$ cat src/rtl/mt_seq_pkg.sv
package mt_seq_pkg;

  typedef enum logic [1:0] {
    ORD_FAST_X  = 2'd0,
    ORD_FAST_Y  = 2'd1,
    ORD_FAST_XY = 2'd2,
    ORD_XZY     = 2'd3
  } order_e;

  localparam int COL_GAP_LINE = 10;

endpackage

$ cat src/rtl/mt_field_cnt.sv
module mt_field_cnt #(
  parameter int W = 16
) (
  input  logic         clk,
  input  logic         rst_n,
  input  logic         load_i,
  input  logic [W-1:0] start_i,
  input  logic [W-1:0] end_i,
  input  logic [W-1:0] mask_i,
  input  logic         down_i,
  input  logic         step_i,
  input  logic         wrap_i,
  output logic [W-1:0] val_o,
  output logic         at_end_o
);

  logic [W-1:0] val_q, val_n;
  logic [W-1:0] begin_q, begin_n;
  logic [W-1:0] end_q, end_n;
  logic         en;

  assign at_end_o = (val_q == end_q);
  assign val_o    = val_q;
  assign en       = load_i | step_i;

  always_comb begin
    val_n   = val_q;
    begin_n = begin_q;
    end_n   = end_q;
    if (load_i) begin
      val_n   = start_i & mask_i;
      begin_n = start_i & mask_i;
      end_n   = end_i & mask_i;
    end else if (step_i) begin
      if (at_end_o || wrap_i) val_n = begin_q;
      else if (down_i)        val_n = (val_q - 1'b1) & mask_i;
      else                    val_n = (val_q + 1'b1) & mask_i;
    end
  end

  always_ff @(posedge clk or negedge rst_n) begin
    if (!rst_n) begin
      val_q   <= '0;
      begin_q <= '0;
      end_q   <= '0;
    end else if (en) begin
      val_q   <= val_n;
      begin_q <= begin_n;
      end_q   <= end_n;
    end
  end

  // no bit above the programmed width is ever set
  p_in_width_r9: assert property (@(posedge clk) disable iff (!rst_n)
    !load_i |-> ((val_q & ~mask_i) == '0));

  // value only moves on a step or a load
  p_idle_hold_r12: assert property (@(posedge clk) disable iff (!rst_n)
    (!step_i && !load_i) |=> $stable(val_q));

endmodule

$ cat src/rtl/mt_addr_drive.sv
module mt_addr_drive #(
  parameter int ROW_W  = 16,
  parameter int COL_W  = 13,
  parameter int BANK_W = 3,
  parameter int GAP    = 10,
  localparam int LINE_W = (COL_W > GAP) ? COL_W + 1 : COL_W
) (
  input  logic [ROW_W-1:0]  row_i,
  input  logic [COL_W-1:0]  col_i,
  input  logic [BANK_W-1:0] bank_i,
  input  logic [ROW_W-1:0]  row_mask_i,
  input  logic [COL_W-1:0]  col_mask_i,
  input  logic [BANK_W-1:0] bank_mask_i,
  input  logic              inv_i,
  output logic [ROW_W-1:0]  row_o,
  output logic [LINE_W-1:0] col_line_o,
  output logic [BANK_W-1:0] bank_o
);

  logic [COL_W-1:0] col_x;

  assign row_o  = row_i  ^ (inv_i ? row_mask_i  : '0);
  assign bank_o = bank_i ^ (inv_i ? bank_mask_i : '0);
  assign col_x  = col_i  ^ (inv_i ? col_mask_i  : '0);

  for (genvar j = 0; j < LINE_W; j++) begin : g_line
    if (j < GAP) begin : g_low
      assign col_line_o[j] = col_x[j];
    end else if (j == GAP) begin : g_gap
      assign col_line_o[j] = 1'b0;
    end else begin : g_high
      assign col_line_o[j] = col_x[j-1];
    end
  end

endmodule

$ cat src/rtl/mt_addr_seq.sv
module mt_addr_seq
  import mt_seq_pkg::*;
#(
  parameter int ROW_W  = 16,
  parameter int COL_W  = 13,
  parameter int BANK_W = 3,
  localparam int RWW    = $clog2(ROW_W + 1),
  localparam int CWW    = $clog2(COL_W + 1),
  localparam int BWW    = $clog2(BANK_W + 1),
  localparam int LINE_W = (COL_W > COL_GAP_LINE) ? COL_W + 1 : COL_W
) (
  input  logic              clk,
  input  logic              rst_n,
  input  logic              start_i,
  input  logic [1:0]        order_i,
  input  logic              down_i,
  input  logic              dai_i,
  input  logic [RWW-1:0]    row_width_i,
  input  logic [CWW-1:0]    col_width_i,
  input  logic [BWW-1:0]    bank_width_i,
  input  logic [ROW_W-1:0]  row_start_i,
  input  logic [ROW_W-1:0]  row_end_i,
  input  logic [COL_W-1:0]  col_start_i,
  input  logic [COL_W-1:0]  col_end_i,
  input  logic [BANK_W-1:0] bank_start_i,
  input  logic [BANK_W-1:0] bank_end_i,
  input  logic              ready_i,
  output logic              valid_o,
  output logic              done_o,
  output logic [ROW_W-1:0]  row_o,
  output logic [LINE_W-1:0] col_line_o,
  output logic [BANK_W-1:0] bank_o
);

  // run state
  logic   run_q, run_n, phase_q, phase_n;
  logic   down_q, down_n, dai_q, dai_n;
  order_e ord_q, ord_n;
  logic [ROW_W-1:0]  rmask_q, rmask_n, rmask_use;
  logic [COL_W-1:0]  cmask_q, cmask_n, cmask_use;
  logic [BANK_W-1:0] bmask_q, bmask_n, bmask_use;

  // counter interface
  logic [ROW_W-1:0]  row_v;
  logic [COL_W-1:0]  col_v;
  logic [BANK_W-1:0] bank_v;
  logic r_end, c_end, b_end, xy_end;
  logic step_r, step_c, step_b, wrap_xy, last, adv;

  // width masks for a new pass
  always_comb begin
    for (int i = 0; i < ROW_W; i++)  rmask_n[i] = (i < int'(row_width_i));
    for (int i = 0; i < COL_W; i++)  cmask_n[i] = (i < int'(col_width_i));
    for (int i = 0; i < BANK_W; i++) bmask_n[i] = (i < int'(bank_width_i));
  end

  assign rmask_use = start_i ? rmask_n : rmask_q;
  assign cmask_use = start_i ? cmask_n : cmask_q;
  assign bmask_use = start_i ? bmask_n : bmask_q;

  // counter chaining per order
  assign xy_end = r_end | c_end;

  always_comb begin
    step_r  = 1'b0;
    step_c  = 1'b0;
    step_b  = 1'b0;
    wrap_xy = 1'b0;
    last    = r_end & c_end & b_end;
    unique case (ord_q)
      ORD_FAST_X: begin
        step_r = 1'b1;
        step_c = r_end;
        step_b = r_end & c_end;
      end
      ORD_FAST_Y: begin
        step_c = 1'b1;
        step_r = c_end;
        step_b = c_end & r_end;
      end
      ORD_FAST_XY: begin
        step_r  = 1'b1;
        step_c  = 1'b1;
        wrap_xy = xy_end;
        step_b  = xy_end;
        last    = xy_end & b_end;
      end
      default: begin
        step_r = 1'b1;
        step_b = r_end;
        step_c = r_end & b_end;
      end
    endcase
  end

  assign adv = run_q & ready_i & ~last;

  // next state
  always_comb begin
    run_n   = run_q;
    phase_n = phase_q;
    down_n  = down_q;
    dai_n   = dai_q;
    ord_n   = ord_q;
    if (start_i) begin
      run_n   = 1'b1;
      phase_n = 1'b0;
      down_n  = down_i;
      dai_n   = dai_i;
      ord_n   = order_e'(order_i);
    end else if (run_q && ready_i) begin
      if (last) run_n = 1'b0;
      else      phase_n = ~phase_q;
    end
  end

  always_ff @(posedge clk or negedge rst_n) begin
    if (!rst_n) begin
      run_q   <= 1'b0;
      phase_q <= 1'b0;
      down_q  <= 1'b0;
      dai_q   <= 1'b0;
      ord_q   <= ORD_FAST_X;
      rmask_q <= '0;
      cmask_q <= '0;
      bmask_q <= '0;
    end else begin
      run_q   <= run_n;
      phase_q <= phase_n;
      down_q  <= down_n;
      dai_q   <= dai_n;
      ord_q   <= ord_n;
      if (start_i) begin
        rmask_q <= rmask_n;
        cmask_q <= cmask_n;
        bmask_q <= bmask_n;
      end
    end
  end

  mt_field_cnt #(.W(ROW_W)) u_row (
    .clk(clk), .rst_n(rst_n), .load_i(start_i),
    .start_i(row_start_i), .end_i(row_end_i), .mask_i(rmask_use),
    .down_i(down_q), .step_i(adv & step_r), .wrap_i(wrap_xy),
    .val_o(row_v), .at_end_o(r_end));

  mt_field_cnt #(.W(COL_W)) u_col (
    .clk(clk), .rst_n(rst_n), .load_i(start_i),
    .start_i(col_start_i), .end_i(col_end_i), .mask_i(cmask_use),
    .down_i(down_q), .step_i(adv & step_c), .wrap_i(wrap_xy),
    .val_o(col_v), .at_end_o(c_end));

  mt_field_cnt #(.W(BANK_W)) u_bank (
    .clk(clk), .rst_n(rst_n), .load_i(start_i),
    .start_i(bank_start_i), .end_i(bank_end_i), .mask_i(bmask_use),
    .down_i(down_q), .step_i(adv & step_b), .wrap_i(1'b0),
    .val_o(bank_v), .at_end_o(b_end));

  mt_addr_drive #(
    .ROW_W(ROW_W), .COL_W(COL_W), .BANK_W(BANK_W), .GAP(COL_GAP_LINE)
  ) u_drive (
    .row_i(row_v), .col_i(col_v), .bank_i(bank_v),
    .row_mask_i(rmask_q), .col_mask_i(cmask_q), .bank_mask_i(bmask_q),
    .inv_i(dai_q & phase_q),
    .row_o(row_o), .col_line_o(col_line_o), .bank_o(bank_o));

  assign valid_o = run_q;
  assign done_o  = run_q & last;

  // a start pulse always yields a presented address next cycle
  p_start_valid_r2: assert property (@(posedge clk) disable iff (!rst_n)
    start_i |=> valid_o);

  // done only with valid
  p_done_valid_r11: assert property (@(posedge clk) disable iff (!rst_n)
    done_o |-> valid_o);

  // accepted final address ends the pass
  p_pass_ends_r11: assert property (@(posedge clk) disable iff (!rst_n)
    (valid_o && ready_i && done_o && !start_i) |=> !valid_o);

  // stalled address holds
  p_stall_hold_r12: assert property (@(posedge clk) disable iff (!rst_n)
    (valid_o && !ready_i && !start_i) |=>
      (valid_o && $stable(row_o) && $stable(col_line_o) && $stable(bank_o)));

  // first address after start is never complemented
  p_first_plain_r8: assert property (@(posedge clk) disable iff (!rst_n)
    start_i |=> !phase_q);

endmodule

$ cat config.mk
export PLATFORM = sky130hd
export DESIGN_NAME = mt_addr_seq
export DESIGN_NICKNAME = d
export VERILOG_FILES = /design/src/rtl/mt_seq_pkg.sv /design/src/rtl/mt_field_cnt.sv /design/src/rtl/mt_addr_drive.sv /design/src/rtl/mt_addr_seq.sv
export SDC_FILE = /design/constraint.sdc
export NUM_CORES = 1
export LEC_CHECK = 0
export BUFFER_PORTS_ARGS = -buffer_cell sky130_fd_sc_hd__buf_2
export CAP_MARGIN = 20
export CELL_PAD_IN_SITES_DETAIL_PLACEMENT = 1
export CELL_PAD_IN_SITES_GLOBAL_PLACEMENT = 1
export CORE_UTILIZATION = 35
export CTS_CLUSTER_DIAMETER = 100
export DETAILED_ROUTE_END_ITERATION = 10
export GPL_TIMING_DRIVEN = 0
export PLACE_DENSITY_LB_ADDON = 0.1
export SYNTH_ARGS = -nofsm -noshare
export SYNTH_HDL_FRONTEND = slang
export SYNTH_SLANG_ARGS = --single-unit
$ cat constraint.sdc
create_clock -name clk -period 4.2 [get_ports clk]
set_clock_uncertainty 0.2 [all_clocks]
set_input_delay 0.63 -clock clk [delete_from_list [all_inputs] [get_ports clk]]
set_output_delay 0.63 -clock clk [all_outputs]
set_load 0.05 [all_outputs]
[After elaboration in Yosys (flattened, before gate mapping)]
Cells that the tools add are included.
Operators by class
  $add $sub $neg: 6
  $lt $le $gt $ge: 32
  equal/unequal tests: 6
  muxes and demuxes: 29
  bitwise logic cells: 32
  reductions and logical operators: 19
Operators with widths (count)
  16-bit two-way mux: 6
  13-bit two-way mux: 6
  16-bit AND: 4
  13-bit AND: 4
  4-bit by 5-bit < comparator with 1-bit output (first input constant): 8
  3-bit by 5-bit < comparator with 1-bit output (first input constant): 4
  4-bit < comparator (first input constant): 5
  3-bit two-way mux: 6
  16-bit by 1-bit adder with 16-bit output (second input constant): 1
  16-bit equality test: 1
  3-bit by 4-bit < comparator with 1-bit output (first input constant): 4
  2-bit AND reduction: 8
  16-bit by 1-bit subtractor with 16-bit output (second input constant): 1
  16-bit bitwise XOR: 1
  13-bit by 1-bit adder with 13-bit output (second input constant): 1
  13-bit equality test: 1
  13-bit by 1-bit subtractor with 13-bit output (second input constant): 1
  13-bit bitwise XOR: 1
  3-bit AND: 4
  1-bit AND: 11
  1-bit by 5-bit < comparator with 1-bit output (first input constant): 2
  2-bit by 5-bit < comparator with 1-bit output (first input constant): 2
  2-bit nonzero test: 5
  1-bit two-way mux: 9
  18 further kinds: 28
Word-level totals
  register bits after elaboration: 134
  bits of input ports: 83
  logic and storage cells: 141

[Longest topological paths before layout]
  depth after elaboration: 9
  mapped depth: 11
  mapped depth without buffers: 10

[Hierarchy]
Synthesis repeated with hierarchy kept, for this count alone.
Unflattened totals
  cell total of the unflattened synthesis: 936
  area, all modules: 8212.9 um^2
By module, submodules not included
  mt_field_cnt (u_row): instances 1, cells an instance 356, area each 3065.4 um^2, sequential area each 1201.2 um^2
  mt_field_cnt (u_col): instances 1, cells an instance 278, area each 2452.4 um^2, sequential area each 975.9 um^2
  mt_addr_seq: instances 1, cells an instance 176, area each 1720.4 um^2, sequential area each 950.9 um^2
  mt_field_cnt (u_bank): instances 1, cells an instance 57, area each 529.3 um^2, sequential area each 225.2 um^2
  mt_addr_drive: instances 1, cells an instance 69, area each 445.4 um^2, sequential area each 0.0 um^2

[Worst setup path before layout]
OpenSTA, ideal clock, no wires.
  path kind: reg-to-reg
  from: register down_q
  to: register u_col.val_q[10], in the netlist u_col.val_o[10]
  arrival time: 2.964 ns
  setup slack: 0.901 ns
  cell stages (with the launch flop): 11
  buffers on the path: 0
  cell sequence: dfrtp_1 > inv_1 > fa_1 > nand2b_1 > a21oi_1 > o21ai_0 > a21oi_1 > mux2i_1 > a21oi_1 > nor4_1 > o31ai_1
On the way
  cells in the longest elaborated chain, start to end: 4
RTL lines
  start: declaration: RTL line mt_addr_seq.sv:37  | logic down_q, down_n, dai_q, dai_n;
  start signal: assignment: RTL line mt_addr_seq.sv:130  | down_q <= down_n;
  13-bit two-way mux: RTL line mt_field_cnt.sv:36  | else if (down_i) val_n = (val_q - 1'b1) & mask_i;
  13-bit two-way mux: RTL line mt_field_cnt.sv:35  | if (at_end_o || wrap_i) val_n = begin_q;
  13-bit two-way mux: RTL line mt_field_cnt.sv:34  | end else if (step_i) begin
  13-bit two-way mux: RTL line mt_field_cnt.sv:30  | if (load_i) begin
  end signal: assignment: RTL line mt_field_cnt.sv:47  | val_q <= val_n;
  end: declaration: RTL line mt_field_cnt.sv:17  | logic [W-1:0] val_q, val_n;
Every way passes these cells. The select of a mux whose other input is x is not followed.
A chain may end at the register's enable or synchronous reset.

[Worst setup path after layout]
  from: register u_row.val_q[14], in the netlist u_row.val_o[14]
  to: output port done_o
On the way
  cells in the longest elaborated chain, start to end: 5
  elaborated cells on any way between the ends: 7
  classes of those cells: eq/ne (1); mux (1); bitwise (5)
RTL lines
  start: declaration: RTL line mt_field_cnt.sv:17
  start signal: assignment: RTL line mt_field_cnt.sv:47
  16-bit equality test (*): RTL line mt_field_cnt.sv:22  | assign at_end_o = (val_q == end_q);
  1-bit AND or 1-bit bitwise OR (tied branches): RTL line mt_addr_seq.sv:69, mt_addr_seq.sv:62
  1-bit AND, on equally long branches: RTL line mt_addr_seq.sv:69, mt_addr_seq.sv:86
  1-bit two-way mux (*): RTL line mt_addr_seq.sv:70  | unique case (ord_q)
  1-bit AND (*): RTL line mt_addr_seq.sv:168  | assign done_o = run_q & last;
  end: declaration: RTL line mt_addr_seq.sv:29  | output logic done_o,
Mark *: on every way between the ends. The rest lies on a longest branch, timed or not.

==> results by group <==
Outcome
  – Status: completed

Finish
  – Fin util: 42.6%
  – Layout cell share with drive strength beyond 1: 16.9%
  – Fin nets: 1148
  – Most frequent cells in the layout: dfrtp_1, buf_2, o21ai_0
  – Final std cell area, no fill: 9650 sq um
  – Commonest non-fill, non-tap cell in the layout: dfrtp_1
  – Area Overhead vs Synth: 19.7%
  – Antenna diode count: 0
  – Layout fillers: 2705

Global route
  – Largest net degree at the start of global routing: 89
  – Initial antenna violation count: 0
  – First-pass GRT wire length: 46.4 mm
  – Vias in the first global route: 7711
  – GRT Residual Overflow: 0
  – Total track usage: 26.3%

Routing
  – Post-route ant nets: 0
  – Drt drc: 0
  – Drt first pass iters: 4
  – Final WL: 29.6 mm
  – First-iteration detailed-routing DRC count: 412
  – WL/cell: 22.2 um
  – Vias/cell: 5.49
  – Via count: 7313

STA
  – Unrepaired setup endpoints after global routing: yes
  – Worst-Margin Slew: 1000 ps
  – Final period util: 97.2%
  – Fin. Hold Viols: 0
  – Final setup vio count: 0
  – Final Slew Violations: 0
  – Crit path time final: 4080 ps
  – Slew HR: 33.2%
  – Fmax: 245 MHz

Die
  – I/O Pins: 118
  – Core Rows: 55
  – CORE AREA: 22600 sq um
  – Die Y: 154 um
  – Chip Width: 154 um
  – Die area: 23600 sq um
  – Initial Utilization: 35.6%

Setup path
  – Startpoint class of the critical path: flip-flop
  – Required time worst endpoint: 3370 ps
  – Critical path's largest stage delay: 480 ps
  – Crit path max-delay cell type: nor4_2
  – Crit path kind: flip-flop to output port
  – CP max FO: 10
  – Worst path arrival time: 3250 ps
  – CP endpoint kind: output port
  – Critical-path cell list: xor2_1 > nor4_2 > nand4_1 > buf_4 > o31a_4 > clkbuf_1 > nor3_2 > and2_1 > buf_2

Power
  – Static leakage: 4.39 nW
  – VDD IR max: 0.000268 V
  – Power per cell area: 484 nW/um^2

Clock network
  – CTS tree: done
  – Maximum buffer depth of the clock tree: 2
  – Worst skew pair latency: 430 ps
  – Reg clk slew, reported paths: 60 ps
  – H-Tree Depth: 4
  – CTS root buffer: clkbuf_16
  – Num CTS Buffers: 17
  – Sink Count: 134

Yosys
  – Prevailing post-synth register cell: dfrtp_1
  – Syn_area_per_cell: 8.99 sq um
  – Top cells by area, synth: dfrtp_1, o21ai_0, xnor2_1
  – Post-synth top area share: 41.6%
  – EDFF count, synth: 0
  – Seq/Total Area, Yosys: 41.6%
  – Largest area contributor in the netlist: dfrtp_1
  – Post-synth ARST share: 100%
  – Cell Area, Synth: 8060 sq um
  – Synthesis Warnings: 0
  – Syn Inst Count: 897
  – Count of different cell masters after synthesis: 66
  – Synthesized net count: 1012
  – Synthesis-stage register bit count: 134

Placement
  – DP Area: 9030 sq um
  – GPL Wtd Cong: 0.872
  – Hpwl dp: 21.4 mm
  – Port buffer count: 113

Worst hold path
  – Min-Delay Path Class: input pin to flip-flop

Flow run
  – Max Cap Violations: 0
## routing by layer
layer / part of all wire (%) / track usage [%] / vias to the layer above
li1: - / - / 3409
met1: 50 / 38.2 / 3678
met2: 44 / 40.1 / 188
met3: 4.2 / 4.31 / 38
met4: 2.0 / 7.29 / 0
met5: 0 / 0 / -
## stage by stage
step                      hold WS [ps]  total power, mW  std cells  setup TNS, ps  setup slack [ps]
after floorplan                    134             2.67        897              0               901
after global placement             254             3.11       1295          -2690              -512
after detailed placement           258             3.13       1298          -32.4             -32.4
after CTS                          201             4.68       1331              0              2.20
after global routing               213             4.90       1331          -25.3             -25.3
final                              215             4.67       1331              0               116
## registers in the layout (all words and copies together), names as in the netlist, 13 cells and up
signal / flops
u_col.end_q: 13
cmask_q: 13
u_row.begin_q: 16
rmask_q: 16
u_col.begin_q: 13
u_row.end_q: 16
u_col.val_o: 13
u_row.val_o: 16
## synth_stat cells, drive strengths merged (2+ instances only)
master / instances
a31oi: 19
a22o: 11
nor2b: 4
o22ai: 2
o31a: 3
o22a: 2
nand2: 92
nand2b: 4
nor4: 9
or3: 4
clkbuf: 35
nand3b: 10
a211oi: 4
o31ai: 7
or2: 4
nand3: 26
inv: 62
xnor2: 52
o2bb2ai: 16
buf: 10
o21bai: 4
ha: 29
o221ai: 2
fa: 3
o2111ai: 2
nand4: 11
nor2: 63
nor3: 14
and3: 5
o21ai: 99
mux2i: 13
mux2: 6
a21o: 18
a311oi: 2
o21a: 8
a21oi: 45
a31o: 3
o211ai: 8
xor2: 32
dfrtp: 134
a211o: 2
and2: 6
## where the power goes
part	total (mW)	switching, mW	internal (mW)
logic	1.54	0.996	0.547
registers	1.59	0.161	1.43
clock network	1.53	0.638	0.895
## final timing paths
check                                       start                 to  slack, ps  cells past startpoint
worst max-delay path              u_row.val_o[14]             done_o        120                      9
worst min-delay path              row_start_i[13]  u_row.begin_q[13]        210                      3
worst max register to register             down_q    u_row.val_o[14]        400                     10
worst min register to register  u_row.begin_q[15]  u_row.begin_q[15]        270                      2
max in group asynchronous                   rst_n     u_col.val_o[9]       2420                      3
min in group asynchronous                   rst_n         rmask_q[8]        520                      2
## cell type report
class / instances / area [sq um] / area share [%]
tap: 285 / 357 / 3.70
sequential: 134 / 3360 / 34.8
multi-input combinational: 656 / 4300 / 44.5
timing repair buffer: 118 / 627 / 6.50
inverter: 62 / 233 / 2.41
buffer: 44 / 190 / 1.97
clock buffer: 18 / 439 / 4.55
clock inverter: 14 / 150 / 1.56
## cell families after synthesis
group | Yosys count | synth area share [%]
compound gates | 264 | 21.0
xor+xnor | 84 | 9.13
fa+ha+maj | 32 | 5.25
buf+inv | 107 | 5.29
flops | 134 | 41.6
mux | 19 | 2.45
other cells | 1 | 0.0465
simple gates | 256 | 15.2
## repair_timing
action,4_1_cts,5_1_grt
endpoints found under the hold margin,46,0
endpoints found under the setup margin,1,3
hold buffers,1,0
pin swaps,1,0
buffers inserted,1,0
gates resized for setup,2,2
## critical path, delay by kind of cell, from the launching register on
family / cells / cell delay [ps]
and+or+nand+nor: 4 / 1240
xor gates and xnor gates: 1 / 180
buffers and inverters: 3 / 840
AOI/OAI and AO/OA: 1 / 140
DFF: 1 / 440
Note: power is estimated with default switching activity, not from simulation.
